`config.mk`:
```
export PLATFORM = sky130hd
export DESIGN_NAME = scan_seq_ctrl
export DESIGN_NICKNAME = d
export VERILOG_FILES = /design/src/rtl/scan_seq_pkg.sv /design/src/rtl/ssc_counter.sv /design/src/rtl/ssc_fsm.sv /design/src/rtl/ssc_outdec.sv /design/src/rtl/scan_seq_ctrl.sv
export SDC_FILE = /design/constraint.sdc
export NUM_CORES = 1
export LEC_CHECK = 0
export BUFFER_PORTS_ARGS = -buffer_cell sky130_fd_sc_hd__clkbuf_2
export CORE_AREA = 2 2 71 73
export DETAILED_ROUTE_END_ITERATION = 10
export DIE_AREA = 0 0 73 75
export GPL_ROUTABILITY_DRIVEN = 0
export HOLD_SLACK_MARGIN = 0.02
export PLACE_DENSITY_LB_ADDON = 0.15
export SLEW_MARGIN = 10
export SYNTH_ARGS = -nofsm -noshare
export SYNTH_HDL_FRONTEND = slang
export SYNTH_HIERARCHICAL = 1
export SYNTH_SLANG_ARGS = --single-unit
```
`constraint.sdc`:
```
create_clock -name clk -period 1.5 [get_ports clk]
set_input_delay 0.375 -clock clk [delete_from_list [all_inputs] [get_ports clk]]
set_output_delay 0.375 -clock clk [all_outputs]
set_load 0.05 [all_outputs]
```
`src/rtl/scan_seq_pkg.sv`:
```
package scan_seq_pkg;

  typedef enum logic [3:0] {
    ST_IDLE      = 4'd0,
    ST_SEED_LOAD = 4'd1,
    ST_SEED_RUN  = 4'd2,
    ST_SEED_CHK  = 4'd3,
    ST_FLIP_ADDR = 4'd4,
    ST_FLIP_SET  = 4'd5,
    ST_CUBE_TEST = 4'd6,
    ST_CUBE_CHK  = 4'd7,
    ST_DONE      = 4'd8
  } ssc_state_e;

  function automatic logic in_seed_phase(input ssc_state_e s);
    return (s == ST_SEED_LOAD) || (s == ST_SEED_RUN) || (s == ST_SEED_CHK);
  endfunction

  function automatic logic takes_data(input ssc_state_e s);
    return (s == ST_SEED_LOAD) || (s == ST_FLIP_ADDR);
  endfunction

endpackage

```
`src/rtl/ssc_counter.sv`:
```
module ssc_counter #(
  parameter int W = 8
) (
  input  logic         clk,
  input  logic         rst_n,
  input  logic         clr,
  input  logic         inc,
  output logic [W-1:0] cnt
);

  logic [W-1:0] cnt_d;
  logic         cnt_en;

  always_comb begin
    cnt_en = clr | inc;
    cnt_d  = clr ? '0 : cnt + W'(1);
  end

  always_ff @(posedge clk or negedge rst_n) begin
    if (!rst_n) begin
      cnt <= '0;
    end else if (cnt_en) begin
      cnt <= cnt_d;
    end
  end

endmodule

```
`src/rtl/ssc_fsm.sv`:
```
module ssc_fsm
  import scan_seq_pkg::*;
(
  input  logic       clk,
  input  logic       rst_n,
  input  logic       start,
  input  logic       seed_wrap,
  input  logic       addr_wrap,
  input  logic       test_last,
  input  logic       len_zero,
  input  logic       more_seeds,
  input  logic       more_cubes,
  input  logic       t_last,
  output ssc_state_e st
);

  ssc_state_e st_d;
  logic       cube_end_q;
  logic       cube_end_d;
  logic       cube_end_en;

  always_comb begin
    st_d = st;
    unique case (st)
      ST_IDLE, ST_DONE: if (start) st_d = ST_SEED_LOAD;
      ST_SEED_LOAD:     if (seed_wrap) st_d = len_zero ? ST_SEED_CHK : ST_SEED_RUN;
      ST_SEED_RUN:      if (test_last) st_d = ST_SEED_CHK;
      ST_SEED_CHK:      st_d = more_seeds ? ST_SEED_LOAD : ST_FLIP_ADDR;
      ST_FLIP_ADDR:     if (addr_wrap) st_d = ST_FLIP_SET;
      ST_FLIP_SET:      st_d = cube_end_q ? ST_CUBE_TEST : ST_FLIP_ADDR;
      ST_CUBE_TEST:     st_d = ST_CUBE_CHK;
      ST_CUBE_CHK:      st_d = more_cubes ? ST_FLIP_ADDR : ST_DONE;
      default:          st_d = ST_IDLE;
    endcase
  end

  // the last address bit of a flip carries the cube-complete mark
  always_comb begin
    cube_end_en = addr_wrap;
    cube_end_d  = t_last;
  end

  always_ff @(posedge clk or negedge rst_n) begin
    if (!rst_n) begin
      st <= ST_IDLE;
    end else begin
      st <= st_d;
    end
  end

  always_ff @(posedge clk or negedge rst_n) begin
    if (!rst_n) begin
      cube_end_q <= 1'b0;
    end else if (cube_end_en) begin
      cube_end_q <= cube_end_d;
    end
  end

endmodule

```
`src/rtl/ssc_outdec.sv`:
```
module ssc_outdec
  import scan_seq_pkg::*;
(
  input  ssc_state_e st,
  input  logic       t_valid,
  input  logic       t_data,
  output logic       t_ready,
  output logic       addr_mode,
  output logic       aclk_en,
  output logic       sclk_en,
  output logic       cap_en,
  output logic       scan_di,
  output logic       done
);

  always_comb begin
    t_ready   = takes_data(st);
    addr_mode = in_seed_phase(st);
    aclk_en   = t_ready & t_valid;
    sclk_en   = ((st == ST_SEED_LOAD) & t_valid) | (st == ST_FLIP_SET);
    cap_en    = (st == ST_SEED_RUN) | (st == ST_CUBE_TEST);
    scan_di   = t_ready & t_data;
    done      = (st == ST_DONE);
  end

endmodule

```
`src/rtl/scan_seq_ctrl.sv`:
```
module scan_seq_ctrl
  import scan_seq_pkg::*;
#(
  parameter int ADDR_W     = 4,
  parameter int SEED_LEN_W = 8,
  parameter int TEST_LEN_W = 10,
  parameter int SEED_CNT_W = 8
) (
  input  logic                  clk,
  input  logic                  rst_n,
  input  logic                  start,
  input  logic [SEED_LEN_W-1:0] cfg_seed_len,
  input  logic [TEST_LEN_W-1:0] cfg_test_len,
  input  logic                  more_seeds,
  input  logic                  more_cubes,
  input  logic                  t_valid,
  output logic                  t_ready,
  input  logic                  t_data,
  input  logic                  t_last,
  output logic                  addr_mode,
  output logic                  aclk_en,
  output logic                  sclk_en,
  output logic                  cap_en,
  output logic                  scan_di,
  output logic [SEED_CNT_W-1:0] seed_count,
  output logic                  done
);

  localparam int ADDR_CW = $clog2(ADDR_W + 1);
  localparam int BIT_W   = (SEED_LEN_W > ADDR_CW) ? SEED_LEN_W : ADDR_CW;

  // reset: asserted asynchronously, released on a clock edge
  logic [1:0] rst_pipe;
  logic       rst_sync_n;

  always_ff @(posedge clk or negedge rst_n) begin
    if (!rst_n) begin
      rst_pipe <= 2'b00;
    end else begin
      rst_pipe <= {rst_pipe[0], 1'b1};
    end
  end
  assign rst_sync_n = rst_pipe[1];

  ssc_state_e            st;
  logic                  xfer;
  logic                  run_go;
  logic [BIT_W-1:0]      bit_cnt;
  logic [BIT_W:0]        bit_nxt;
  logic [TEST_LEN_W-1:0] test_cnt;
  logic                  seed_wrap;
  logic                  addr_wrap;
  logic                  test_last;
  logic                  len_zero;

  always_comb begin
    xfer      = t_valid & t_ready;
    run_go    = start & ((st == ST_IDLE) | (st == ST_DONE));
    bit_nxt   = (BIT_W+1)'(bit_cnt) + (BIT_W+1)'(1);
    seed_wrap = xfer & (st == ST_SEED_LOAD) & (bit_nxt == (BIT_W+1)'(cfg_seed_len));
    addr_wrap = xfer & (st == ST_FLIP_ADDR) & (bit_nxt == (BIT_W+1)'(ADDR_W));
    len_zero  = (cfg_test_len == '0);
    test_last = (st == ST_SEED_RUN) &
                (((TEST_LEN_W+1)'(test_cnt) + (TEST_LEN_W+1)'(1)) ==
                 (TEST_LEN_W+1)'(cfg_test_len));
  end

  // scan-in bit counter: seed bits in the first phase, address bits later
  ssc_counter #(.W(BIT_W)) u_bit_cnt (
    .clk   (clk),
    .rst_n (rst_sync_n),
    .clr   (run_go | seed_wrap | addr_wrap),
    .inc   (xfer),
    .cnt   (bit_cnt)
  );

  // capture cycle counter for the seed phase
  ssc_counter #(.W(TEST_LEN_W)) u_test_cnt (
    .clk   (clk),
    .rst_n (rst_sync_n),
    .clr   (st != ST_SEED_RUN),
    .inc   (st == ST_SEED_RUN),
    .cnt   (test_cnt)
  );

  // completed seed loads in this run
  ssc_counter #(.W(SEED_CNT_W)) u_seed_cnt (
    .clk   (clk),
    .rst_n (rst_sync_n),
    .clr   (run_go),
    .inc   (seed_wrap),
    .cnt   (seed_count)
  );

  ssc_fsm u_fsm (
    .clk        (clk),
    .rst_n      (rst_sync_n),
    .start      (start),
    .seed_wrap  (seed_wrap),
    .addr_wrap  (addr_wrap),
    .test_last  (test_last),
    .len_zero   (len_zero),
    .more_seeds (more_seeds),
    .more_cubes (more_cubes),
    .t_last     (t_last),
    .st         (st)
  );

  ssc_outdec u_out (
    .st        (st),
    .t_valid   (t_valid),
    .t_data    (t_data),
    .t_ready   (t_ready),
    .addr_mode (addr_mode),
    .aclk_en   (aclk_en),
    .sclk_en   (sclk_en),
    .cap_en    (cap_en),
    .scan_di   (scan_di),
    .done      (done)
  );

endmodule

```
Word-level counts from Yosys, hierarchy flattened
Index checks and enable logic that the tools add are counted.
{"block": "op_classes", "n_addsub": 5, "multipliers": 0, "div": 0, "n_lt_le_gt_ge": 0, "n_eq_ne": 16, "n_shift": 0, "mux": 12, "bitwise_logic": 16, "reduce_logical": 7}
{"cell": "4-bit case mux with 8 select lines", "n": 1}
{"cell": "4-bit 2-to-1 mux", "n": 5}
{"cell": "8-bit by 1-bit adder with 8-bit output, second input constant", "n": 2}
{"cell": "4-bit by 3-bit == test with 1-bit output, second input constant", "n": 4}
{"cell": "8-bit 2-to-1 mux", "n": 2}
{"cell": "10-bit by 1-bit adder with 11-bit output, second input constant", "n": 1}
{"cell": "11-bit by 10-bit == test with 1-bit output", "n": 1}
{"cell": "10-bit by 1-bit adder with 10-bit output, second input constant", "n": 1}
{"cell": "10-bit logical NOT", "n": 1}
{"cell": "10-bit 2-to-1 mux", "n": 1}
{"cell": "8-bit by 1-bit adder with 9-bit output, second input constant", "n": 1}
{"cell": "1-bit bitwise AND", "n": 9}
{"cell": "9-bit by 3-bit == test with 1-bit output, second input constant", "n": 1}
{"cell": "9-bit by 8-bit == test with 1-bit output", "n": 1}
{"cell": "4-bit by 2-bit == test with 1-bit output, second input constant", "n": 2}
{"cell": "1-bit bitwise OR", "n": 7}
{"cell": "2-bit inequality test, second input constant", "n": 3}
{"cell": "4-bit by 1-bit == test with 1-bit output, second input constant", "n": 1}
{"cell": "4-bit == test, second input constant", "n": 1}
{"cell": "4-bit logical NOT", "n": 1}
{"cell": "4-bit by 2-bit inequality test with 1-bit output, second input constant", "n": 1}
{"cell": "4-bit AND reduction", "n": 1}
{"cell": "1-bit logical OR", "n": 3}
{"cell": "3-bit 2-to-1 mux", "n": 1}
{"cell": "other kinds (4)", "n": 4}
{"block": "word_totals", "regBits": 33, "latchBits": 0, "ram_bits": 0, "mem_bits_ro": 0, "output_inout_bits": 15, "memories": 0}

Longest topological paths before layout
Gate-level depths: netlist of run 1.
{"block": "logic_depth", "word_depth": 8, "depth_mapped": 11, "depth_no_buf": 11}

Cells and area by module
Netlist of run 1, hierarchy kept.
{"module": "scan_seq_ctrl", "instances": 1, "cells_per_inst": 128, "area_per_inst_um2": 899.6, "seq_area_each_um2": 50.0}
{"module": "ssc_counter (u_bit_cnt ...)", "instances": 2, "cells_per_inst": 37, "area_per_inst_um2": 396.6, "seq_area_each_um2": 200.2}
{"module": "ssc_counter (u_test_cnt)", "instances": 1, "cells_per_inst": 47, "area_per_inst_um2": 495.5, "seq_area_each_um2": 250.2}
{"module": "ssc_fsm", "instances": 1, "cells_per_inst": 37, "area_per_inst_um2": 347.8, "seq_area_each_um2": 125.1}
{"module": "ssc_outdec", "instances": 1, "cells_per_inst": 10, "area_per_inst_um2": 68.8, "seq_area_each_um2": 0.0}

Least setup slack after synthesis of run 1
OpenSTA, ideal clock, no wires.
{"block": "synth_timing", "kind": "flip-flop to flip-flop", "startpoint": "register u_fsm.st[0]", "endpoint": "register u_seed_cnt.cnt[5]", "setup_ns": 0.077, "arrival_time_ns": 3.785, "setup_slack_ns": -2.362, "stages_incl_launch_ff": 12, "path_buffers": 1, "synth_period_minus_slack_ns": 3.862, "path_cell_list": "dfrtp_1 xnor2_1 nor3_1 nand2_1 a2111oi_1 nand3_1 nor4b_1 o2111a_1 buf_4 o2111ai_4 or3_1 a21oi_1"}
{"block": "synth_via", "elab_chain_len": 6, "word_cells_on_any_way": 12}
{"element": "start: declaration", "line": "ssc_fsm.sv:14", "text": "output ssc_state_e st"}
{"element": "start signal: assignment", "line": "ssc_fsm.sv:47", "text": "st <= st_d;"}
{"element": "4-bit by 1-bit == test with 1-bit output / 4-bit by 3-bit == test with 1-bit output (equally long branches)", "line": "scan_seq_pkg.sv:20", "text": "return (s == ST_SEED_LOAD) || (s == ST_FLIP_ADDR);"}
{"element": "1-bit logical OR (*)", "line": "scan_seq_pkg.sv:20"}
{"element": "named net t_ready", "line": "scan_seq_ctrl.sv:17", "text": "output logic t_ready,"}
{"element": "1-bit bitwise AND (*)", "line": "scan_seq_ctrl.sv:57", "text": "xfer = t_valid & t_ready;"}
{"element": "1-bit bitwise AND (*) (2 in series)", "line": "scan_seq_ctrl.sv:60", "text": "seed_wrap = xfer & (st == ST_SEED_LOAD) & (bit_nxt == (BIT_W+1)'(cfg_seed_len));"}
{"element": "named net seed_wrap", "line": "scan_seq_ctrl.sv:51", "text": "logic seed_wrap;"}
{"element": "1-bit bitwise OR (*)", "line": "ssc_counter.sv:15", "text": "cnt_en = clr | inc;"}
{"element": "end signal: assignment", "line": "ssc_counter.sv:23", "text": "cnt <= cnt_d;"}
{"element": "end: declaration", "line": "ssc_counter.sv:8", "text": "output logic [W-1:0] cnt"}
The timed path passes the listed nets; every way through them passes the cells marked *.
A chain may end at the register's enable or synchronous reset.

Final worst setup path of run 1
{"block": "layout_timing", "startpoint": "register u_bit_cnt.cnt[0]", "endpoint": "register u_fsm.st[0]"}
{"block": "layout_via", "elab_chain_len": 5, "word_cells_on_any_way": 8}
{"element": "start: declaration", "line": "ssc_counter.sv:8"}
{"element": "start signal: assignment", "line": "ssc_counter.sv:23"}
{"element": "8-bit by 1-bit adder with 9-bit output", "line": "scan_seq_ctrl.sv:59", "text": "bit_nxt = (BIT_W+1)'(bit_cnt) + (BIT_W+1)'(1);"}
{"element": "9-bit by 8-bit == test with 1-bit output", "line": "scan_seq_ctrl.sv:60"}
{"element": "1-bit bitwise AND", "line": "scan_seq_ctrl.sv:60"}
{"element": "named net seed_wrap", "line": "scan_seq_ctrl.sv:51"}
{"element": "2-bit by 1-bit inequality test with 1-bit output (no line)"}
{"element": "4-bit AND reduction (no line)"}
The timed path passes the listed nets, and every way through them passes these cells.

==> results of run 1 <==
==> placed cells by master (no fill, tap or decap), types with 7 or more instances in the layout <==
cell type  instances
a21oi_2            7
xor2_1            15
dfrtp_1           29
or3_1             11
buf_6             18
nand3_1            7
inv_1              8
clkbuf_2          32
clkbuf_8          10
xnor2_1           10
a21oi_1           14
nor2_1            23
o21ai_0           15
nand2_1           23
o21ai_1            7
nand4_1           11
buf_4             62
==> what timing repair did <==
item,CTS,global route
gates cloned,1,0
gates resized for setup,61,32
pin swaps,14,11
hold buffers,1,0
hold endpoints to repair,2,0
endpoints found under the setup margin,36,39
buffers inserted,14,6
==> per-layer routing <==
metal  vias to the layer above  share of wire (%)
li1                       1345                  -
met1                      1401                 39
met2                       107                 51
met3                        45                4.9
met4                         0                4.9
met5                         -                  0
==> cell type report <==
type | count | area (sq um)
Multi-Input combinational cell | 239 | 1923
Tap cell | 54 | 67.56
Fill cell | 260 | 673.1
Inverter | 9 | 36.28
Timing Repair Buffer | 124 | 1013
Clock inverter | 1 | 30.03
Clock buffer | 7 | 86.33
Sequential cell | 33 | 830.8
==> where the power goes <==
group | leakage, nW | internal, W | total, W | switching, W
clock | 0.0585 | 0.000542 | 0.000877 | 0.000335
sequential | 0.439 | 0.000989 | 0.00112 | 0.000129
combinational | 1.16 | 0.00165 | 0.00345 | 0.00179
total | 1.65 | 0.00319 | 0.00544 | 0.00226
==> flip-flops by register name (all words and copies together) (netlist names) <==
signal / count
u_seed_cnt/cnt: 8
u_test_cnt/cnt: 10
u_fsm/st: 4
rst_pipe: 2
u_bit_cnt/cnt: 8
u_fsm/cube_end_q: 1
==> Yosys cell counts (all sizes together), types with 3 or more instances <==
| master | number |
|---|---|
| nor3b | 4 |
| mux2i | 5 |
| nand2b | 3 |
| clkbuf | 3 |
| nand2 | 26 |
| nor4b | 9 |
| dfrtp | 33 |
| buf | 12 |
| o31ai | 3 |
| nor4 | 5 |
| ha | 6 |
| xnor2 | 13 |
| or4 | 5 |
| a21oi | 21 |
| inv | 9 |
| nand4 | 11 |
| or3 | 14 |
| nor3 | 5 |
| a31oi | 4 |
| o21ai | 23 |
| o2111ai | 4 |
| a211oi | 3 |
| nor2 | 26 |
| nand3 | 9 |
| xor2 | 15 |
==> metrics by stage <==
step	instance area, sq um	cells
detailed placement	3339	441
CTS	3854	463
global route	3988	467
global placement	3339	441
floorplan	2680	296
finish	3988	467
==> worst max-delay path, delay by kind of cell, from the launching register on <==
family	cells	cell delay [ns]
adder cells (fa/ha/maj)	1	0.32
AND/OR/NAND/NOR	4	0.84
flip-flops	1	0.39
buffers and inverters	1	0.14
AO/OA/AOI/OAI	4	0.71
XOR/XNOR	1	0.17
==> how the worst max path moves through the flow <==
stage / end / slack (ns)
floorplan: u_seed_cnt/cnt[5] / -1.39
global placement: u_seed_cnt/cnt[5] / -1.06
detailed placement: u_seed_cnt/cnt[5] / -1.15
CTS: u_seed_cnt/cnt[5] / -1.03
global route: u_seed_cnt/cnt[5] / -1.30
finish: u_fsm/st[0] / -1.16
==> kinds of logic after synthesis <==
| kind of cell | Yosys count |
|---|---|
| muxes | 5 |
| xor gates and xnor gates | 28 |
| buffers and inverters | 24 |
| AOI/OAI and AO/OA | 73 |
| adders and majority gates | 6 |
| DFF | 33 |
| other | 1 |
| and+or+nand+nor | 126 |
==> summary.md, run 1 <==
| Metric | Value |
|---|---|
| Area Overhead vs Synth | 53.07% |
| Kind of critical path | reg -> reg |
| Netlist cell types | 55 |
| Failing checks | setup timing |
| R2R depth | 11 |
| Global-route wire length before repair | 11.96 mm |
| Met1 GRT Util | 32.99% |
| Slew Limit Fails | 0 |
| Remaining DRCs | 0 |
| Met2 Usage GRT | ~52% |
| Final ANT Viol Nets | 0 |
| Largest family of logic cells by synthesized area | simple AND/OR/NAND/NOR gates |
| Final setup fails | 38 |
| RSZ-0062 raised after global routing | true |
| Met3 GRT Util | under 10% |
| Grt ovf | 0 |
| Worst skew pair latency | 0.29 ns |
| CTS Buffer Depth | 2 |
| CP cell instances | ha_1 > xor2_1 > nor4b_2 > nand3_1 > nor4b_2 > o2111a_2 > buf_4 > a211oi_1 > nor2_1 > o32ai_2 > o21ai_1 |
| Status | finished with violations |
| # port buffers | 40 |
| Core Rows | 25 |
| TritonRoute pass-1 iters | 4 |
| Initial Utilization | between 50% and 60% |
| Reg2Reg Setup Slack | -1.16 ns |
| Initial antenna violation count | 0 |
| Vias in the first global route | 2720 |
| Primary FF master, synth | dfrtp_1 |
| Core area | approximately 4700 sq um |
| Synthesized instance count | 296 |
| Fin Hold WS | 0.2604 ns |
| HP Class | reg -> async |
| Setup slack after layout | -1.159 ns |
| Yosys warning total | 6 |
| Max_cap viols | 0 |
| Crit Path Max Fanout | 4 |
| Sink Count | 33 |
| Layout Skew | 0.007261 ns |
| Die area | ~5500 sq um |
| DIE HEIGHT | 75 um |
| DP HPWL | approximately 5 mm |
| Leak | 1.653 nW |
| Total routed wirelength | 8.327 mm |
| Post-synthesis cell area | 2605 sq um |
| CTS tree | done |
| GRT Total Usage | 28.34% |
| Average cell area after synthesis | ~8.8 sq um |
| Peak supply drop | 0.9847 mV |
| Setup tns final | -28.45 ns |
| CP most frequent cell | nor4b_2 |
| Top post-synthesis cells by area | dfrtp_1 32%, xor2_1 5.0%, xnor2_1 4.4%, a21oi_1 4.0%, nand2_1 3.6% |
| N_diodes | 0 |
| Total CTS buffers | 5 |
| Mean routed wirelength per cell | 17.83 um |
| Hold Fails Final Rpt | 0 |
| Share of layout cells above drive strength 1 | about 44% |
| Grt peak-use layer | met2 |
| Power per cell area | approximately 1400 nW/um^2 |
| Synth Area in Adders | 2.882% |
| Fmax | around 0.38 GHz |
| Synth Area in Simple Gates | 27.43% |
| CP Launch Type | register |
| Core Util, Final | 85.56% |
| Synth Area in Compound Gates | 21.04% |
| Drt initial violations | approximately 180 |
| Die width | 73 um |
| Critical path data required time | 1.71 ns |
| Crit path from | u_bit_cnt/cnt[0] |
| Number of synthesized flops with an enable pin | 0 |
| Worst-path clk slew | roughly 0.07 ns |
| Post-synthesis mux area share | 1.921% |
| Yosys top cell by area | dfrtp_1 |
| Sequential area share after synthesis | 31.70% |
| Master of the slowest instance on the critical path | dfrtp_1 |
| Via count | 2898 |
| Final critical-path share of the clock period | 177.2% |
| XOR/XNOR Fraction of Synth Area | 9.414% |
| Depth of the CTS H-tree | 2 |
| Slowest stage delay, CP | about 0.39 ns |
| FFs w/ async S/R, synth | 100.0% |
| CP arrival | 2.86 ns |
| CTS root buf | clkbuf_8 |
| Syn Nets | ~330 |
| Largest net degree at the start of global routing | 32 |
| Pre-CTS setup slack | -1.150 ns |
| Synth top area share | 31.70% |
| # IOs | 41 |
| Crit path time final | 2.659 ns |
| CP Capture Type | register |
| Power after layout | around 0.0054 W |
| Post-detailed-route via-to-cell ratio | 6.206 |
| Register bit total from synthesis | 33 |
| Worst r2r dst | u_fsm/st[0] |
| # nets final | 444 |
| Reg-to-Reg Start | u_bit_cnt/cnt[0] |
(Power assumes the default switching activity.)
==> inputs of run 2 (changes only) <==
SKIP_LAST_GASP = 1   (was not set)
==> run 2 against run 1 <==
  * The run still ends with setup timing left
  * Routed wire length is 4.6% higher
  * Non-clock buffer count is 1 higher
  * Combinational power is 4% higher
  * Critical endpoint is now u_seed_cnt/cnt[7]
==> summary.md, run 2 (synthesis results as in run 1) <==
| Metric | Value |
|---|---|
| Most frequent cells in the layout | 66 x buf_4, 32 x clkbuf_2, 29 x dfrtp_1, 23 x nand2_1, 23 x nor2_1 |
| Fin Hold WS | approximately 0.28 ns |
| CTS tree | done |
| Slew Limit Fails | 0 |
| Share of layout cells above drive strength 1 | 44.93% |
| CP Capture Type | register |
| Largest register FFs | 10 |
| Power per cell area | about 1400 nW/um^2 |
| Final critical-path share of the clock period | 178.7% |
| DIE HEIGHT | around 75 um |
| Total CTS buffers | 5 |
| RSZ-0062 raised after global routing | true |
| Worst skew pair latency | 0.29 ns |
| Grt ovf | 0 |
| CP Launch Type | register |
| Failing checks | setup timing |
| Hold Fails Final Rpt | 0 |
| Die width | 73 um |
| Initial antenna violation count | 0 |
| Post-detailed-route via-to-cell ratio | around 6.2 |
| Largest net degree at the start of global routing | 32 |
| Area Overhead vs Synth | 52.98% |
| Most flop-heavy register | u_test_cnt/cnt |
| Setup slack after layout | -1.180 ns |
| GRT Total Usage | 28.48% |
| CTS Buffer Depth | 2 |
| Remaining DRCs | 0 |
| Initial Utilization | 55.89% |
| Die area | between 5000 and 6000 sq um |
| Kind of critical path | reg -> reg |
| Peak supply drop | 0.9352 mV |
| Via count | 2922 |
| Max_cap viols | 0 |
| Layout Skew | 0.007651 ns |
| Core area | about 4700 sq um |
| CP arrival | just under 3 ns |
| # nets final | 445 |
| # port buffers | 40 |
| Pre-CTS setup slack | -1.150 ns |
| DP HPWL | 4.860 mm |
| Final setup fails | 36 |
| Fin area | 3985 sq um |
| Depth of the CTS H-tree | 2 |
| Setup tns final | -27.10 ns |
| Drt initial violations | 221 |
| Status | finished with violations |
| Largest registers | u_test_cnt/cnt (10), u_bit_cnt/cnt (8), u_seed_cnt/cnt (8) |
| Worst-path clk slew | 0.07 ns |
| Commonest non-fill, non-tap cell in the layout | buf_4 |
| Power after layout | 0.005576 W |
| Global-route wire length before repair | 11.96 mm |
| Mean routed wirelength per cell | about 19 um |
| Sink Count | 33 |
| Fmax | around 0.37 GHz |
| # IOs | 41 |
| N_diodes | 0 |
| Crit Path Max Fanout | 5 |
| Final ANT Viol Nets | 0 |
| Total routed wirelength | 8.714 mm |
| Leak | 1.657 nW |
| TritonRoute pass-1 iters | 5 |
| CTS root buf | clkbuf_8 |
| Crit path time final | 2.680 ns |
| HP Class | reg -> async |
| Core Rows | 25 |
| Critical path data required time | 1.72 ns |
| Area after detailed placement | 3339 sq um |
| Vias in the first global route | 2667 |
run 2: layer usage:
metal | track usage, % | part of all wire [%] | wire length [um]
met5 | 0 | 0 | 0
met4 | 9.259 | 4.0 | 346
met3 | 4.016 | 5.7 | 500
met2 | 53.25 | 52 | 4506
met1 | 33.50 | 39 | 3361
run 2: repair_timing:
item / 4_1_cts / 5_1_grt
hold buffers: 1 / 0
endpoints found under the setup margin: 36 / 39
hold endpoints to repair: 2 / 0
buffers inserted: 14 / 14
resized for setup: 54 / 44
cloned: 1 / 0
pin swaps: 13 / 19
run 2: metrics by stage:
stage / std cells / utilization (%)
floorplan: 296 / -
global placement: 441 / 71.65
detailed placement: 441 / 71.65
CTS: 463 / 81.83
global route: 468 / 85.50
finish: 468 / 85.50
run 2: report_power, final:
group | internal (W) | total [W] | switching (W) | leakage, nW
registers | 0.000989 | 0.00112 | 0.000128 | 0.439
clock network | 0.000541 | 0.000872 | 0.000331 | 0.0585
logic | 0.00172 | 0.00359 | 0.00187 | 1.16
run 2: worst max-delay path, stage by stage (launching register included):
cell and delay [ns]:
dfrtp_1 0.40, ha_1 0.30, xor2_1 0.17, nor4b_2 0.36, nand3_1 0.15, nor4b_2 0.27, o2111a_2 0.34, o2111ai_4 0.14
or3_1 0.35, a21oi_2 0.13
run 2: final cells by class:
cell class / count / area [sq um]
multi-input cells: 239 / 1924
repair buffers: 125 / 1007
flip-flops and latches: 33 / 830.8
fillers: 263 / 675.6
clock buffers: 7 / 86.33
well taps: 54 / 67.56
inverters: 9 / 38.79
clock inverters: 1 / 30.03
run 2: final timing paths:
kind                                  start                end  slack [ns]  cells after the start
setup / recovery           u_bit_cnt/cnt[1]  u_seed_cnt/cnt[7]       -1.18                      9
hold / removal                  rst_pipe[1]        u_fsm/st[1]        0.28                      1
setup reg to reg           u_bit_cnt/cnt[1]  u_seed_cnt/cnt[7]       -1.18                      9
hold reg to reg                 rst_pipe[1]        u_fsm/st[1]        0.28                      1
max in group asynchronous       rst_pipe[1]        u_fsm/st[3]        0.90                      1
min in group clk                     t_last   u_fsm/cube_end_q        0.31                      3
==> inputs of run 3 (changes only) <==
--- a/constraint.sdc
+++ b/constraint.sdc
@@ -3,2 +3,2 @@
 set_output_delay 0.375 -clock clk [all_outputs]
-set_load 0.05 [all_outputs]
+set_load 0.02 [all_outputs]
==> run 3 against run 2 <==
  * The flow still finishes with violations (setup timing)
  * First-iteration DRC count fell by 18%
  * Clock skew is 0.0068 ns higher
  * Cell area is 2.4% higher
  * Total power is 4.2% lower
  * Die area did not move
  * Largest power group unchanged
  * Routed wire length rose by 3.7%
  * Sequential share of layout area down 0.42 points
  * Maximum frequency down 1.9%
  * Critical path depth unchanged
  * Via count increased by 2.7%
==> summary.md, run 3 (synthesis results as in run 1) <==
| Metric | Value |
|---|---|
| Remaining DRCs | 0 |
| Core area | 4661 sq um |
| Rel. slew slack | 66.72% |
| Core Rows | 25 |
| DP HPWL | 4.927 mm |
| Master of the slowest instance on the critical path | dfrtp_2 |
| # IOs | 41 |
| Die width | roughly 73 um |
| Fin Hold WS | ~0.25 ns |
| Area Overhead vs Synth | 56.58% |
| CTS root buf | clkbuf_8 |
| CP Capture Type | register |
| Final critical-path share of the clock period | 182.1% |
| Most frequent cells in the layout | 70 x buf_4, 33 x clkbuf_2, 27 x dfrtp_1, 22 x nand2_1 |
| Share of layout cells above drive strength 1 | a little under half |
| Slowest stage delay, CP | around 0.44 ns |
| Initial antenna violation count | 0 |
| Layout Skew | between 0.01 and 0.015 ns |
| Via count | 3000 |
| Core Util, Final | ~88% |
| Grt ovf | 0 |
| Crit Path Max Fanout | 5 |
| RSZ-0062 raised after global routing | true |
| Final ANT Viol Nets | 0 |
| Worst-path clk slew | about 0.08 ns |
| Power after layout | between 0.005 and 0.006 W |
| Max_cap viols | 0 |
| CP most frequent cell | or3_1 |
| Slew Limit Fails | 0 |
| # port buffers | 40 |
| Largest delay share family, worst path | compound AO/OA/AOI/OAI gates |
| CTS tree | done |
| Critical path data required time | 1.72 ns |
| Crit path time final | approximately 2.7 ns |
| Largest net degree at the start of global routing | 32 |
| Kind of critical path | reg -> reg |
| Post-Layout Cell Count | 474 |
| Mean routed wirelength per cell | 19.06 um |
| Initial Utilization | 55.89% |
| CP arrival | slightly below 3 ns |
| Worst skew pair latency | ~0.30 ns |
| Commonest non-fill, non-tap cell in the layout | buf_4 |
| Die area | about 5500 sq um |
| CP cell instances | buf_8 > ha_4 > or3_1 > a31oi_1 > o21ai_0 > o21ai_4 > o2111ai_4 > or3_1 > a21oi_1 |
| Worst-Margin Slew | 0.4940 ns |
| TritonRoute pass-1 iters | 7 |
| Fmax | 0.3662 GHz |
| DIE HEIGHT | between 70 and 80 um |
| Depth of the CTS H-tree | 2 |
| Sink Count | 33 |
| Power per cell area | around 1300 nW/um^2 |
| Post-detailed-route via-to-cell ratio | 6.329 |
| Hold Fails Final Rpt | 0 |
| Largest registers | u_test_cnt/cnt (10), u_bit_cnt/cnt (8), u_seed_cnt/cnt (8) |
| GRT Total Usage | between 30 and 40% |
| CTS Buffer Depth | 2 |
| Drt initial violations | 181 |
| Global-route wire length before repair | around 13 mm |
| Largest register FFs | 10 |
| Total routed wirelength | approximately 9 mm |
| Vias in the first global route | 2815 |
| Peak supply drop | 1.115 mV |
| Status | finished with violations |
| Crit path buf inv count | 1 |
| Post-Place Cells | 441 |
| Setup slack after layout | -1.231 ns |
| Area of the multi-input gates | 1997 sq um |
| Sequential cell area | 833.3 sq um |
| Most flop-heavy register | u_test_cnt/cnt |
| # nets final | 451 |
| CP Launch Type | register |
| Failing checks | setup timing |
| Total CTS buffers | 5 |
| N_diodes | 0 |
| Number of fillers in the final layout | 219 |
| HP Class | reg -> async |
| Final setup fails | 37 |
| Leak | 1.691 nW |
-- run 3: through the flow --
| stage | worst slack, ns | TNS, ns | area [sq um] |
|---|---|---|---|
| after CTS | -1.014 | -25.24 | 3864 |
| after floorplan | -1.131 | -19.37 | 2694 |
| final | -1.231 | -26.85 | 4079 |
| after detailed placement | -1.199 | -24.05 | 3353 |
| after global placement | -1.056 | -22.12 | 3353 |
| after global routing | -1.261 | -28.55 | 4079 |
-- run 3: layout make-up --
cell class,instances,share of cell area [%]
clock buffer,7,2.117
tap,54,1.656
inverter,9,0.9509
sequential,33,20.43
multi-input combinational,240,48.96
clock inverter,1,0.7362
timing repair buffer,130,25.15
-- run 3: final timing paths --
kind,from,to,slack [ns],depth (start not counted)
worst max-delay path,u_bit_cnt/cnt[0],u_bit_cnt/cnt[5],-1.23,9
worst min-delay path,rst_pipe[1],u_fsm/cube_end_q,0.25,1
worst max register to register,u_bit_cnt/cnt[0],u_bit_cnt/cnt[5],-1.23,9
worst min register to register,rst_pipe[1],u_fsm/cube_end_q,0.25,1
max in group asynchronous,rst_pipe[1],u_bit_cnt/cnt[2],0.93,1
min in group clk,rst_pipe[0],rst_pipe[1],0.35,0
-- run 3: per-layer routing --
metal / global-route usage [%] / wire, um / up-vias
met5: 0 / 0 / -
met4: 11.93 / 380 / 0
met3: 4.819 / 545 / 45
met2: 56.16 / 4695 / 159
met1: 34.07 / 3414 / 1436
li1: - / - / 1360
-- run 3: repair_timing --
item	in CTS	in global routing
endpoints found under the hold margin	2	0
setup endpoints to repair	36	38
gates cloned	1	0
setup buffers	16	19
pin swaps	20	20
resized for setup	59	51
hold buffers	1	0
-- run 3: power breakdown --
group | internal [W] | total [W] | switching [W] | leakage [nW]
clock | 0.000542 | 0.000883 | 0.000341 | 0.0585
sequential | 0.000993 | 0.00115 | 0.000157 | 0.436
combinational | 0.00168 | 0.00331 | 0.00163 | 1.20
